`config.mk`:
```
export PLATFORM = sky130hd
export DESIGN_NAME = page_bank_sel
export DESIGN_NICKNAME = d
export VERILOG_FILES = /design/src/rtl/page_bank_sel_pkg.sv /design/src/rtl/page_bank_sel_map.sv /design/src/rtl/page_bank_sel_stage.sv /design/src/rtl/page_bank_sel.sv
export SDC_FILE = /design/constraint.sdc
export NUM_CORES = 1
export LEC_CHECK = 0
export BUFFER_PORTS_ARGS = -buffer_cell sky130_fd_sc_hd__buf_2
export CAP_MARGIN = 40
export CORE_MARGIN = 2
export CORE_UTILIZATION = 30
export DETAILED_ROUTE_END_ITERATION = 7
export SYNTH_ARGS = -nofsm -noshare
export SYNTH_HDL_FRONTEND = slang
export SYNTH_SLANG_ARGS = --single-unit
```
`constraint.sdc`:
```
create_clock -name clk_i -period 3.2 [get_ports clk_i]
set_clock_uncertainty 0.05 [all_clocks]
set_input_delay 0.32 -clock clk_i [delete_from_list [all_inputs] [get_ports clk_i]]
set_output_delay 0.32 -clock clk_i [all_outputs]
set_load 0.01 [all_outputs]
```
`src/rtl/page_bank_sel_pkg.sv`:
```
package page_bank_sel_pkg;
  typedef enum logic [1:0] {
    PG_PRIV = 2'b00,
    PG_SH_I = 2'b01,
    PG_SH_D = 2'b10,
    PG_RSVD = 2'b11
  } pg_class_e;
endpackage

```
`src/rtl/page_bank_sel_map.sv`:
```
module page_bank_sel_map
  import page_bank_sel_pkg::*;
#(
  parameter int NUM_CORES     = 16,
  parameter int NUM_BANKS     = 16,
  parameter int CLUSTER_BANKS = 4,
  parameter int ADDR_W        = 48,
  parameter int BLK_OFF_W     = 6,
  localparam int CORE_W       = $clog2(NUM_CORES),
  localparam int BANK_W       = $clog2(NUM_BANKS),
  localparam int CL_W         = $clog2(CLUSTER_BANKS)
) (
  input  logic [CORE_W-1:0]    core_i,
  input  logic [ADDR_W-1:0]    addr_i,
  input  logic [1:0]           class_i,
  input  logic                 fetch_i,
  output logic [NUM_BANKS-1:0] mask_o,
  output logic [BANK_W-1:0]    bank_o,
  output logic                 viol_o
);
  pg_class_e                cls;
  logic [BANK_W-1:0]        local_bank;
  logic [BANK_W-1:0]        si_bank;
  logic [BANK_W-1:0]        sd_bank;
  logic [NUM_BANKS-1:0]     raw_mask;

  assign cls        = pg_class_e'(class_i);
  assign local_bank = BANK_W'(32'(core_i) % NUM_BANKS);
  assign sd_bank    = addr_i[BLK_OFF_W +: BANK_W];

  generate
    if (CL_W < BANK_W) begin : g_cl_part
      assign si_bank = {local_bank[BANK_W-1:CL_W], addr_i[BLK_OFF_W +: CL_W]};
    end else begin : g_cl_full
      assign si_bank = addr_i[BLK_OFF_W +: BANK_W];
    end
  endgenerate

  // fetch may only target shared-instruction pages; data may not
  assign viol_o = fetch_i ? (cls != PG_SH_I)
                          : (cls == PG_SH_I || cls == PG_RSVD);

  for (genvar b = 0; b < NUM_BANKS; b++) begin : g_mask
    logic same_bank, same_cl;
    assign same_bank   = (BANK_W'(b) == local_bank);
    assign same_cl     = ((BANK_W'(b) >> CL_W) == (local_bank >> CL_W));
    assign raw_mask[b] = (cls == PG_SH_D)
                       | ((cls == PG_PRIV) & same_bank)
                       | ((cls == PG_SH_I) & same_cl);
  end

  always_comb begin
    mask_o = viol_o ? '0 : raw_mask;
    bank_o = '0;
    if (!viol_o) begin
      unique case (cls)
        PG_PRIV: bank_o = local_bank;
        PG_SH_I: bank_o = si_bank;
        PG_SH_D: bank_o = sd_bank;
        default: bank_o = '0;
      endcase
    end
  end
endmodule

```
`src/rtl/page_bank_sel_stage.sv`:
```
module page_bank_sel_stage #(
  parameter int NUM_BANKS = 16,
  localparam int BANK_W   = $clog2(NUM_BANKS)
) (
  input  logic                 clk_i,
  input  logic                 rst_ni,
  input  logic                 in_valid_i,
  output logic                 in_ready_o,
  input  logic [NUM_BANKS-1:0] in_mask_i,
  input  logic [BANK_W-1:0]    in_bank_i,
  input  logic                 in_viol_i,
  output logic                 out_valid_o,
  input  logic                 out_ready_i,
  output logic [NUM_BANKS-1:0] out_mask_o,
  output logic [BANK_W-1:0]    out_bank_o,
  output logic                 out_viol_o
);
  logic load;

  assign in_ready_o = !out_valid_o || out_ready_i;
  assign load       = in_valid_i && in_ready_o;

  always_ff @(posedge clk_i or negedge rst_ni) begin
    if (!rst_ni) begin
      out_valid_o <= 1'b0;
      out_mask_o  <= '0;
      out_bank_o  <= '0;
      out_viol_o  <= 1'b0;
    end else begin
      if (load) begin
        out_valid_o <= 1'b1;
        out_mask_o  <= in_mask_i;
        out_bank_o  <= in_bank_i;
        out_viol_o  <= in_viol_i;
      end else if (out_ready_i) begin
        out_valid_o <= 1'b0;
      end
    end
  end
endmodule

```
`src/rtl/page_bank_sel.sv`:
```
module page_bank_sel #(
  parameter int NUM_CORES     = 16,
  parameter int NUM_BANKS     = 16,
  parameter int CLUSTER_BANKS = 4,
  parameter int ADDR_W        = 48,
  parameter int BLK_OFF_W     = 6,
  localparam int CORE_W       = $clog2(NUM_CORES),
  localparam int BANK_W       = $clog2(NUM_BANKS)
) (
  input  logic                 clk_i,
  input  logic                 rst_ni,
  input  logic                 req_valid_i,
  output logic                 req_ready_o,
  input  logic [CORE_W-1:0]    req_core_i,
  input  logic [ADDR_W-1:0]    req_addr_i,
  input  logic [1:0]           req_class_i,
  input  logic                 req_fetch_i,
  output logic                 resp_valid_o,
  input  logic                 resp_ready_i,
  output logic [NUM_BANKS-1:0] resp_mask_o,
  output logic [BANK_W-1:0]    resp_bank_o,
  output logic                 resp_viol_o
);
  logic [NUM_BANKS-1:0] map_mask;
  logic [BANK_W-1:0]    map_bank;
  logic                 map_viol;

  page_bank_sel_map #(
    .NUM_CORES    (NUM_CORES),
    .NUM_BANKS    (NUM_BANKS),
    .CLUSTER_BANKS(CLUSTER_BANKS),
    .ADDR_W       (ADDR_W),
    .BLK_OFF_W    (BLK_OFF_W)
  ) u_map (
    .core_i (req_core_i),
    .addr_i (req_addr_i),
    .class_i(req_class_i),
    .fetch_i(req_fetch_i),
    .mask_o (map_mask),
    .bank_o (map_bank),
    .viol_o (map_viol)
  );

  page_bank_sel_stage #(
    .NUM_BANKS(NUM_BANKS)
  ) u_stage (
    .clk_i      (clk_i),
    .rst_ni     (rst_ni),
    .in_valid_i (req_valid_i),
    .in_ready_o (req_ready_o),
    .in_mask_i  (map_mask),
    .in_bank_i  (map_bank),
    .in_viol_i  (map_viol),
    .out_valid_o(resp_valid_o),
    .out_ready_i(resp_ready_i),
    .out_mask_o (resp_mask_o),
    .out_bank_o (resp_bank_o),
    .out_viol_o (resp_viol_o)
  );
endmodule

```
==> results by group, run 1 <==
Yosys
  • YS warnings: 0
  • Netlist cell types: 26
  • Synth area leaders: dfrtp_1 48%, o2bb2ai_1 12%, a211oi_1 5.2%
  • Syn Nets: 157
  • Mapped Avg Cell Area: 11.7 um^2
  • Ys flop type: dfrtp_1
  • Post-synth EDFFs: 0
  • Ys async rst share: 100%
  • Mapped Cells: 98
  • Area leader, netlist: dfrtp_1
  • Sequential share of the synthesized area: 47.9%
  • Commonest cells in the netlist: 22 x dfrtp_1, 16 x o2bb2ai_1, 8 x a211oi_1
  • Synth top area share: 47.9%
  • Most frequent cell after synthesis: dfrtp_1
  • #FFs+latches synth: 22
  • Mapped cell area: 1150 um^2

Clock network
  • Clock transition at path regs: 70 ps
  • Clock Latency Late Sink: 250 ps
  • Clock root buffer: clkbuf_8
  • CTS Sinks: 22
  • CTS tree: yes
  • Max Buffers Root-to-Sink: 2
  • CTS buffer count: 3
  • CTS resizes: 0
  • CTS H-tree lvls: 1

Place
  • DP Worst Slack: 1470 ps
  • Buffers on Ports: 37
  • DP HPWL: 1.93 mm
  • GP Congestion: 0.774

Detailed routing
  • Via Count: 961
  • DR vias/cell: 5.34
  • Pre-antenna DRT Iters: 4
  • Number of routed nets with antenna violations: 0
  • Post-Route WL: 2.66 mm
  • DRC: 0
  • Routed wire length per instance: 14.8 um
  • Initial DRC Count: 50

Timing
  • Post-route setup TNS: 0 ps
  • Minimum clock period: 1490 ps
  • Final Cycle Share: 46.7%
  • Slew @ Worst Pin: 859 ps
  • Final Slew Violations: 0
  • Final setup viols: 0
  • RSZ-0062 raised after global routing: no
  • Slew margin rel.: 42.6%
  • Max Fclk: 0.670 GHz
  • Fin worst setup slack: 1710 ps
  • Final hold vios: 0

GRT
  • Initial antenna violation count: 0
  • Vias in the first global route: 945
  • First-pass GRT wire length: 4.59 mm
  • GRT Resource Usage Total: 13.8%
  • Largest net degree at the start of global routing: 23
  • Gr ovfl total: 0

Min path
  • Worst min-delay path startpoint: req_addr_i[6]
  • Min-Delay Path Class: input pin to flop

Worst setup path
  • Worst r2r dst: u_stage.out_mask_o[4]$_DFFE_PN0P_
  • Setup crit end kind: flop
  • CP startpoint: req_class_i[1]
  • CP endpoint: u_stage.out_bank_o[2]$_DFFE_PN0P_
  • Cell family with most CP delay: simple AND/OR/NAND/NOR gates
  • Critical path depth: 4
  • Crit path cell chain: buf_2 > nor2b_1 > a21oi_1 > o2bb2ai_1
  • Startpoint Class: input pin
  • Crit path required time: 3330 ps
  • R2R Path Start: u_stage.out_valid_o$_DFFE_PN0P_
  • Worst path slowest cell: nor2b_1
  • Crit path largest cell delay: 730 ps
  • Buf/Inv on CP: 1
  • Worst r2r path cells: 3
  • Crit Path Max Fanout: 16
  • CP arrival: 1620 ps
  • Slack of the worst reg-to-reg path: 1780 ps
  • Setup CP Type: input pin to flop

Cells and area
  • Final #Nets: 193
  • Layout cell share with drive strength beyond 1: 34.1%
  • Layout area overhead: 22.0%
  • Ant diodes: 0

Power and ir drop
  • PD cells: 439 nW/um^2
  • Maximum VDD drop: 0.000145 V
  • Leak Pwr: 0.624 nW
  • Total design power: 0.615 mW

Floorplanning
  • Initial core utilization: 31.4%
  • Die Ht: 65.9 um
  • Core region area: 3660 um^2
  • Die Width: 65.9 um
  • Area of the die: 4340 um^2
  • # rows: 22
  • IO Pins: 82

Outcome
  • Status: complete, no violations

Flow run
  • Max-cap violations: 0
==> worst register-to-register path: cells and delay by family, from the launching register on <==
family	cells	cell delay [ps]
AOI/OAI and AO/OA	1	260
DFF	1	420
and+or+nand+nor	2	560
==> per-stage QoR <==
| step | instance area [um^2] | util [%] | hold slack (ps) | std cells |
|---|---|---|---|---|
| after floorplan | 1150 | - | -25.6 | 98 |
| after global placement | 1350 | 36.9 | 251 | 176 |
| after detailed placement | 1350 | 36.9 | 263 | 176 |
| after CTS | 1400 | 38.3 | 289 | 180 |
| after global routing | 1400 | 38.3 | 310 | 180 |
| final | 1400 | 38.3 | 291 | 180 |
==> state kept, by name, indices dropped and copies added (netlist names) <==
signal               cells
u_stage.out_viol_o       1
u_stage.out_valid_o      1
u_stage.out_mask_o      16
u_stage.out_bank_o       4
==> layout make-up <==
| cell class | instances | area, um^2 |
|---|---|---|
| tap | 48 | 60.1 |
| timing repair buffer | 38 | 195 |
| clock buffer | 3 | 41.3 |
| multi-input combinational | 67 | 547 |
| sequential | 22 | 551 |
| inverter | 2 | 7.51 |
| fill | 370 | 2260 |
==> per-layer routing <==
metal  GRT usage, %  part of all wire [%]  up-vias
li1               -                     -      463
met1           19.3                    48      465
met2           21.1                    44       31
met3           2.90                   7.0        2
met4           4.69                  0.45        0
met5              0                     0        -
==> worst min path at each step <==
| stage | end | slack, ps | cells past startpoint |
|---|---|---|---|
| finish | u_stage.out_bank_o[0]$_DFFE_PN0P_ | 290 | 3 |
| detailed placement | u_stage.out_bank_o[0]$_DFFE_PN0P_ | 260 | 1 |
| global route | u_stage.out_bank_o[0]$_DFFE_PN0P_ | 310 | 3 |
| CTS | u_stage.out_bank_o[0]$_DFFE_PN0P_ | 290 | 3 |
| floorplan | u_stage.out_bank_o[0]$_DFFE_PN0P_ | -30 | 0 |
| global placement | u_stage.out_bank_o[0]$_DFFE_PN0P_ | 250 | 1 |
==> where the power goes <==
group	internal, mW	switching, mW
combinational	0.0581	0.0748
sequential	0.304	0.0133
clock	0.0838	0.0809
total	0.446	0.169
==> layout by cell type (no fill, tap or decap) <==
master / Yosys / final
buf_2: 4 / 37
dfrtp_1: 22 / 22
o2bb2ai_1: 16 / 16
a211oi_1: 8 / 8
nor2b_1: 5 / 5
o21ai_0: 4 / 4
a2bb2oi_1: 4 / 4
nor4b_1: 4 / 4
a311oi_1: 4 / 4
a21oi_1: 3 / 3
nor2_1: 3 / 3
clkbuf_8: 0 / 3
inv_1: 2 / 2
and4b_1: 2 / 2
nor4bb_1: 2 / 2
nand2_1: 2 / 2
and4bb_2: 2 / 2
mux2i_1: 2 / 2
nand2b_1: 1 / 1
and3b_1: 1 / 1
a221oi_2: 1 / 1
o211ai_4: 1 / 1
nor4_2: 1 / 1
o21a_1: 1 / 1
dlygate4sd3_1: 0 / 1
==> kinds of logic (layout without fill, tap and decap cells) <==
group                  after synthesis  in the layout  synth area share [%]
flip-flops                          22             22                  47.9
buffers and inverters                9             43                  4.47
AO/OA/AOI/OAI                       42             42                  30.4
AND/OR/NAND/NOR                     23             23                  15.5
multiplexers                         2              2                  1.74
==> timing repair <==
action                    4_1_cts  5_1_grt
hold buffers                    1        0
setup buffers                   0        0
hold endpoints to repair       22        0
(Power assumes the default switching activity.)
==> inputs of run 2 (changes only) <==
==> constraint.sdc (replaced) <==
create_clock -name clk_i -period 1.3 [get_ports clk_i]
set_clock_uncertainty 0.05 [all_clocks]
set_input_delay 0.13 -clock clk_i [delete_from_list [all_inputs] [get_ports clk_i]]
set_output_delay 0.13 -clock clk_i [all_outputs]
set_load 0.01 [all_outputs]
==> results by group, run 2 (same netlist as run 1, synthesis figures left out) <==
Clock network
  • Clock Latency Late Sink: 260 ps
  • CTS buffer count: 3
  • Clock transition at path regs: 70 ps
  • CTS H-tree lvls: 1
  • CTS tree: yes
  • Max Buffers Root-to-Sink: 2
  • Clock root buffer: clkbuf_8
  • CTS resizes: 0
  • CTS Sinks: 22

Timing
  • Post-route setup TNS: 0 ps
  • Final setup viols: 0
  • Final hold vios: 0
  • Final Slew Violations: 0
  • Fin worst setup slack: 143 ps
  • Final Cycle Share: 89.0%
  • Minimum clock period: 1160 ps
  • Slew margin rel.: 66.8%
  • Max Fclk: 0.864 GHz
  • RSZ-0062 raised after global routing: no
  • Slew @ Worst Pin: 499 ps

Cells and area
  • Post-route cell area: 1490 um^2
  • Top Registers: u_stage.out_mask_o x16, u_stage.out_bank_o x4
  • Largest register FFs: 16
  • Layout area overhead: 29.6%
  • Commonest cells after routing, fill and taps aside: 37 x buf_2, 22 x dfrtp_1, 16 x o2bb2ai_1, 8 x a211oi_1, 8 x buf_4
  • Final #Nets: 202
  • Biggest register: u_stage.out_mask_o
  • Layout cell share with drive strength beyond 1: 39.0%
  • Ant diodes: 0
  • Most common cell after layout, fill and taps aside: buf_2
  • Core Util, Final: 40.7%

Floorplanning
  • # rows: 22
  • Core region area: 3660 um^2
  • IO Pins: 82
  • Initial core utilization: 31.4%
  • Die Ht: 65.9 um
  • Area of the die: 4340 um^2
  • Die Width: 65.9 um

Power and ir drop
  • Leak Pwr: 0.682 nW
  • Total design power: 1.56 mW
  • PD cells: 1050 nW/um^2
  • Maximum VDD drop: 0.000759 V

Detailed routing
  • Routed wire length per instance: 14.9 um
  • Initial DRC Count: 30
  • Pre-antenna DRT Iters: 4
  • DRC: 0
  • Via Count: 992
  • DR vias/cell: 5.25
  • Number of routed nets with antenna violations: 0
  • Post-Route WL: 2.82 mm

GRT
  • Initial antenna violation count: 0
  • GRT Resource Usage Total: 14.3%
  • Largest net degree at the start of global routing: 23
  • Gr ovfl total: 0
  • First-pass GRT wire length: 4.66 mm
  • Vias in the first global route: 953

Worst setup path
  • Setup CP Type: flop to output pin
  • CP startpoint: u_stage.out_valid_o$_DFFE_PN0P_
  • Setup crit end kind: output pin
  • R2R Path Start: u_stage.out_valid_o$_DFFE_PN0P_
  • Startpoint Class: flop
  • Crit Path Max Fanout: 4
  • Crit path required time: 1120 ps
  • CP arrival: 980 ps

Min path
  • Worst min-delay path startpoint: req_addr_i[7]
  • Min-Delay Path Class: input pin to flop

Place
  • DP Worst Slack: 24.7 ps
  • GP Congestion: 0.791
  • Post-DP Area: 1440 um^2
  • Buffers on Ports: 37
  • DP HPWL: 2.05 mm

Outcome
  • Status: complete, no violations

Flow run
  • Max-cap violations: 0
[run 2: cell types whose count changed in the layout (fill, tap and decap cells not counted)]
cell	delta
nand2b_4	+1
buf_12	+1
nand2b_1	-1
buf_4	+8
[run 2: path summary, 6_finish.rpt]
kind                                                      to  slack, ps  depth (start not counted)
setup / recovery                                 req_ready_o        140                          2
hold / removal             u_stage.out_bank_o[1]$_DFFE_PN0P_        100                          3
setup reg to reg           u_stage.out_mask_o[9]$_DFFE_PN0P_        160                          2
hold reg to reg            u_stage.out_mask_o[6]$_DFFE_PN0P_        440                          1
max in group asynchronous  u_stage.out_mask_o[5]$_DFFE_PN0P_        560                          2
min in group asynchronous  u_stage.out_bank_o[0]$_DFFE_PN0P_        310                          2
[run 2: routing by layer]
layer / track usage, % / up-vias / part of all wire (%)
met3: 3.58 / 5 / 6.3
met4: 5.73 / 0 / 1.2
met2: 21.7 / 30 / 44
li1: - / 485 / -
met1: 19.3 / 472 / 48
met5: 0 / - / 0
[run 2: critical path, cell delays in order, from the launching register on]
cell      delay, ps
dfrtp_1         450
nand2b_4        130
buf_2           130
[run 2: repair_timing]
action / in CTS / in global routing
setup buffers: 0 / 0
endpoints found under the hold margin: 22 / 0
hold buffers: 1 / 0
[run 2: stage by stage]
stage | hold WS, ps | instances
6_report | 102 | 189
3_3_place_gp | 59.5 | 185
2_1_floorplan | -216 | 98
5_1_grt | 113 | 189
3_5_place_dp | 72.7 | 185
4_1_cts | 104 | 189
[run 2: cell type report]
type | count | area (um^2)
flip-flops and latches | 22 | 551
clock buffers | 3 | 41.3
fillers | 360 | 2170
multi-input cells | 67 | 554
inverters | 2 | 7.51
repair buffers | 47 | 275
well taps | 48 | 60.1
[run 2: report_power, final]
part	switching [mW]	internal, mW	total (mW)
clock	0.213	0.207	0.421
sequential	0.0362	0.748	0.784
combinational	0.192	0.164	0.356
==> inputs of run 3 (changes only) <==
--- a/config.mk
+++ b/config.mk
@@ -10,6 +10,7 @@
 export CORE_MARGIN = 2
 export CORE_UTILIZATION = 30
 export DETAILED_ROUTE_END_ITERATION = 7
+export GPL_TIMING_DRIVEN = 0
 export SYNTH_ARGS = -nofsm -noshare
 export SYNTH_HDL_FRONTEND = slang
 export SYNTH_SLANG_ARGS = --single-unit
==> results by group, run 3 (same netlist as run 1, synthesis figures left out) <==
Outcome
  • Status: complete, no violations

GRT
  • Gr ovfl total: 0
  • Largest net degree at the start of global routing: 23
  • GR Layer Usage met2: 22.3%
  • Vias in the first global route: 1025
  • Most used routing layer: met2
  • GRT Resource Usage Total: 14.4%
  • First-pass GRT wire length: 4.76 mm
  • Initial antenna violation count: 0
  • Met3 Usage GRT: 3.58%
  • GR Layer Usage met1: 19.3%

Detailed routing
  • Routed wire length per instance: 15.4 um
  • Number of routed nets with antenna violations: 0
  • Via Count: 1019
  • DRC: 0
  • DR vias/cell: 5.42
  • Post-Route WL: 2.89 mm
  • Initial DRC Count: 47
  • Pre-antenna DRT Iters: 4

Floorplanning
  • IO Pins: 82
  • Die Ht: 65.9 um
  • Initial core utilization: 31.4%
  • Die Width: 65.9 um
  • # rows: 22
  • Core region area: 3660 um^2
  • Area of the die: 4340 um^2

Cells and area
  • Commonest cells after routing, fill and taps aside: 40 x buf_2, 22 x dfrtp_1, 16 x o2bb2ai_1, 8 x a211oi_1, 5 x nor2b_1
  • Most common cell after layout, fill and taps aside: buf_2
  • Layout area overhead: 29.5%
  • Largest register FFs: 16
  • Top Registers: u_stage.out_mask_o x16, u_stage.out_bank_o x4
  • Final #Nets: 200
  • Biggest register: u_stage.out_mask_o
  • Ant diodes: 0
  • Layout cell share with drive strength beyond 1: 39.3%

Worst setup path
  • Worst r2r path cells: 4
  • Slack of the worst reg-to-reg path: 110 ps
  • R2R Path Start: u_stage.out_valid_o$_DFFE_PN0P_
  • CP arrival: 1340 ps
  • Crit Path Max Fanout: 10
  • CP startpoint: req_class_i[0]
  • Crit path required time: 1440 ps
  • Worst r2r dst: u_stage.out_mask_o[6]$_DFFE_PN0P_
  • Setup CP Type: input pin to flop
  • Setup crit end kind: flop
  • Startpoint Class: input pin

Timing
  • RSZ-0062 raised after global routing: no
  • Final Cycle Share: 92.4%
  • Final hold vios: 0
  • Minimum clock period: 1200 ps
  • Fin worst setup slack: 98.6 ps
  • Slew @ Worst Pin: 642 ps
  • Final setup viols: 0
  • Max Fclk: 0.832 GHz
  • Slew margin rel.: 56.6%
  • Hold_ws: 89.5 ps
  • Final Slew Violations: 0

Power and ir drop
  • PD cells: 1190 nW/um^2
  • Maximum VDD drop: 0.000582 V
  • Leak Pwr: 0.677 nW

Clock network
  • CTS Sinks: 22
  • # Post-CTS Setup Buffers: 0
  • Clock root buffer: clkbuf_8
  • Clock transition at path regs: 80 ps
  • CTS H-tree lvls: 1
  • CTS buffer count: 3
  • CTS tree: yes
  • Clock Latency Late Sink: 270 ps
  • Max Buffers Root-to-Sink: 2

Flow run
  • Max-cap violations: 0

Min path
  • Worst Hold Path Cells: 3
  • Worst min-delay path startpoint: req_addr_i[6]
  • Hold Crit Endpoint: u_stage.out_bank_o[0]$_DFFE_PN0P_
  • Min-Delay Path Class: input pin to flop

Place
  • Buffers on Ports: 37
  • DP HPWL: 2.16 mm
  • DP Worst Slack: -148 ps
  • GP Congestion: 0.780
[run 3: cell count changes in the layout (fill, tap and decap cells not counted), sizes merged]
cell    before  now
buf         46   43
bufinv       0    1
clkbuf       3    4
[run 3: power breakdown]
group	internal, mW	switching [mW]
Combinational	0.157	0.192
Sequential	0.748	0.0371
Clock	0.412	0.230
Total	1.32	0.459
[run 3: how the worst max path moves through the flow]
stage	endpoint	slack (ps)	cells past startpoint
after floorplan	u_stage.out_bank_o[2]$_DFFE_PN0P_	100	4
after global placement	u_stage.out_mask_o[14]$_DFFE_PN0P_	-100	5
after detailed placement	u_stage.out_mask_o[5]$_DFFE_PN0P_	-150	5
after CTS	u_stage.out_mask_o[5]$_DFFE_PN0P_	20	4
after global routing	u_stage.out_mask_o[15]$_DFFE_PN0P_	10	4
final	u_stage.out_mask_o[5]$_DFFE_PN0P_	100	5
[run 3: cell type report]
cell class | instances | area, um^2
multi-input cells | 67 | 557
repair buffers | 38 | 195
flip-flops and latches | 22 | 551
inverters | 2 | 7.51
plain buffers | 7 | 46.3
clock inverters | 1 | 30.0
well taps | 48 | 60.1
fillers | 370 | 2170
clock buffers | 3 | 41.3
[run 3: timing repair]
item,CTS,global route
gates cloned,0,0
resized for setup,1,1
hold endpoints to repair,22,0
hold buffers,1,0
endpoints found under the setup margin,2,10
[run 3: worst max-delay path, stage by stage]
cell and delay (ps):
buf_2 100, buf_4 160, nor4b_1 590, a211oi_1 180, o2bb2ai_1 170
[run 3: per-layer routing]
| layer | share of wire (%) | vias to the layer above | wire [um] |
|---|---|---|---|
| li1 | - | 481 | - |
| met1 | 47 | 499 | 1370 |
| met4 | 1.2 | 0 | 34 |
| met2 | 45 | 34 | 1300 |
| met5 | 0 | - | 0 |
| met3 | 6.5 | 5 | 188 |
[run 3: per-stage QoR]
stage                     util (%)  instances  setup TNS, ps  cell area, um^2  power, mW
after floorplan                  -         98              0             1160      0.991
after global placement        38.3        183           -647             1400       1.14
after detailed placement      38.3        183          -1040             1400       1.15
after CTS                     40.6        188              0             1490       1.80
after global routing          40.6        188              0             1490       1.87
final                         40.6        188              0             1490       1.78
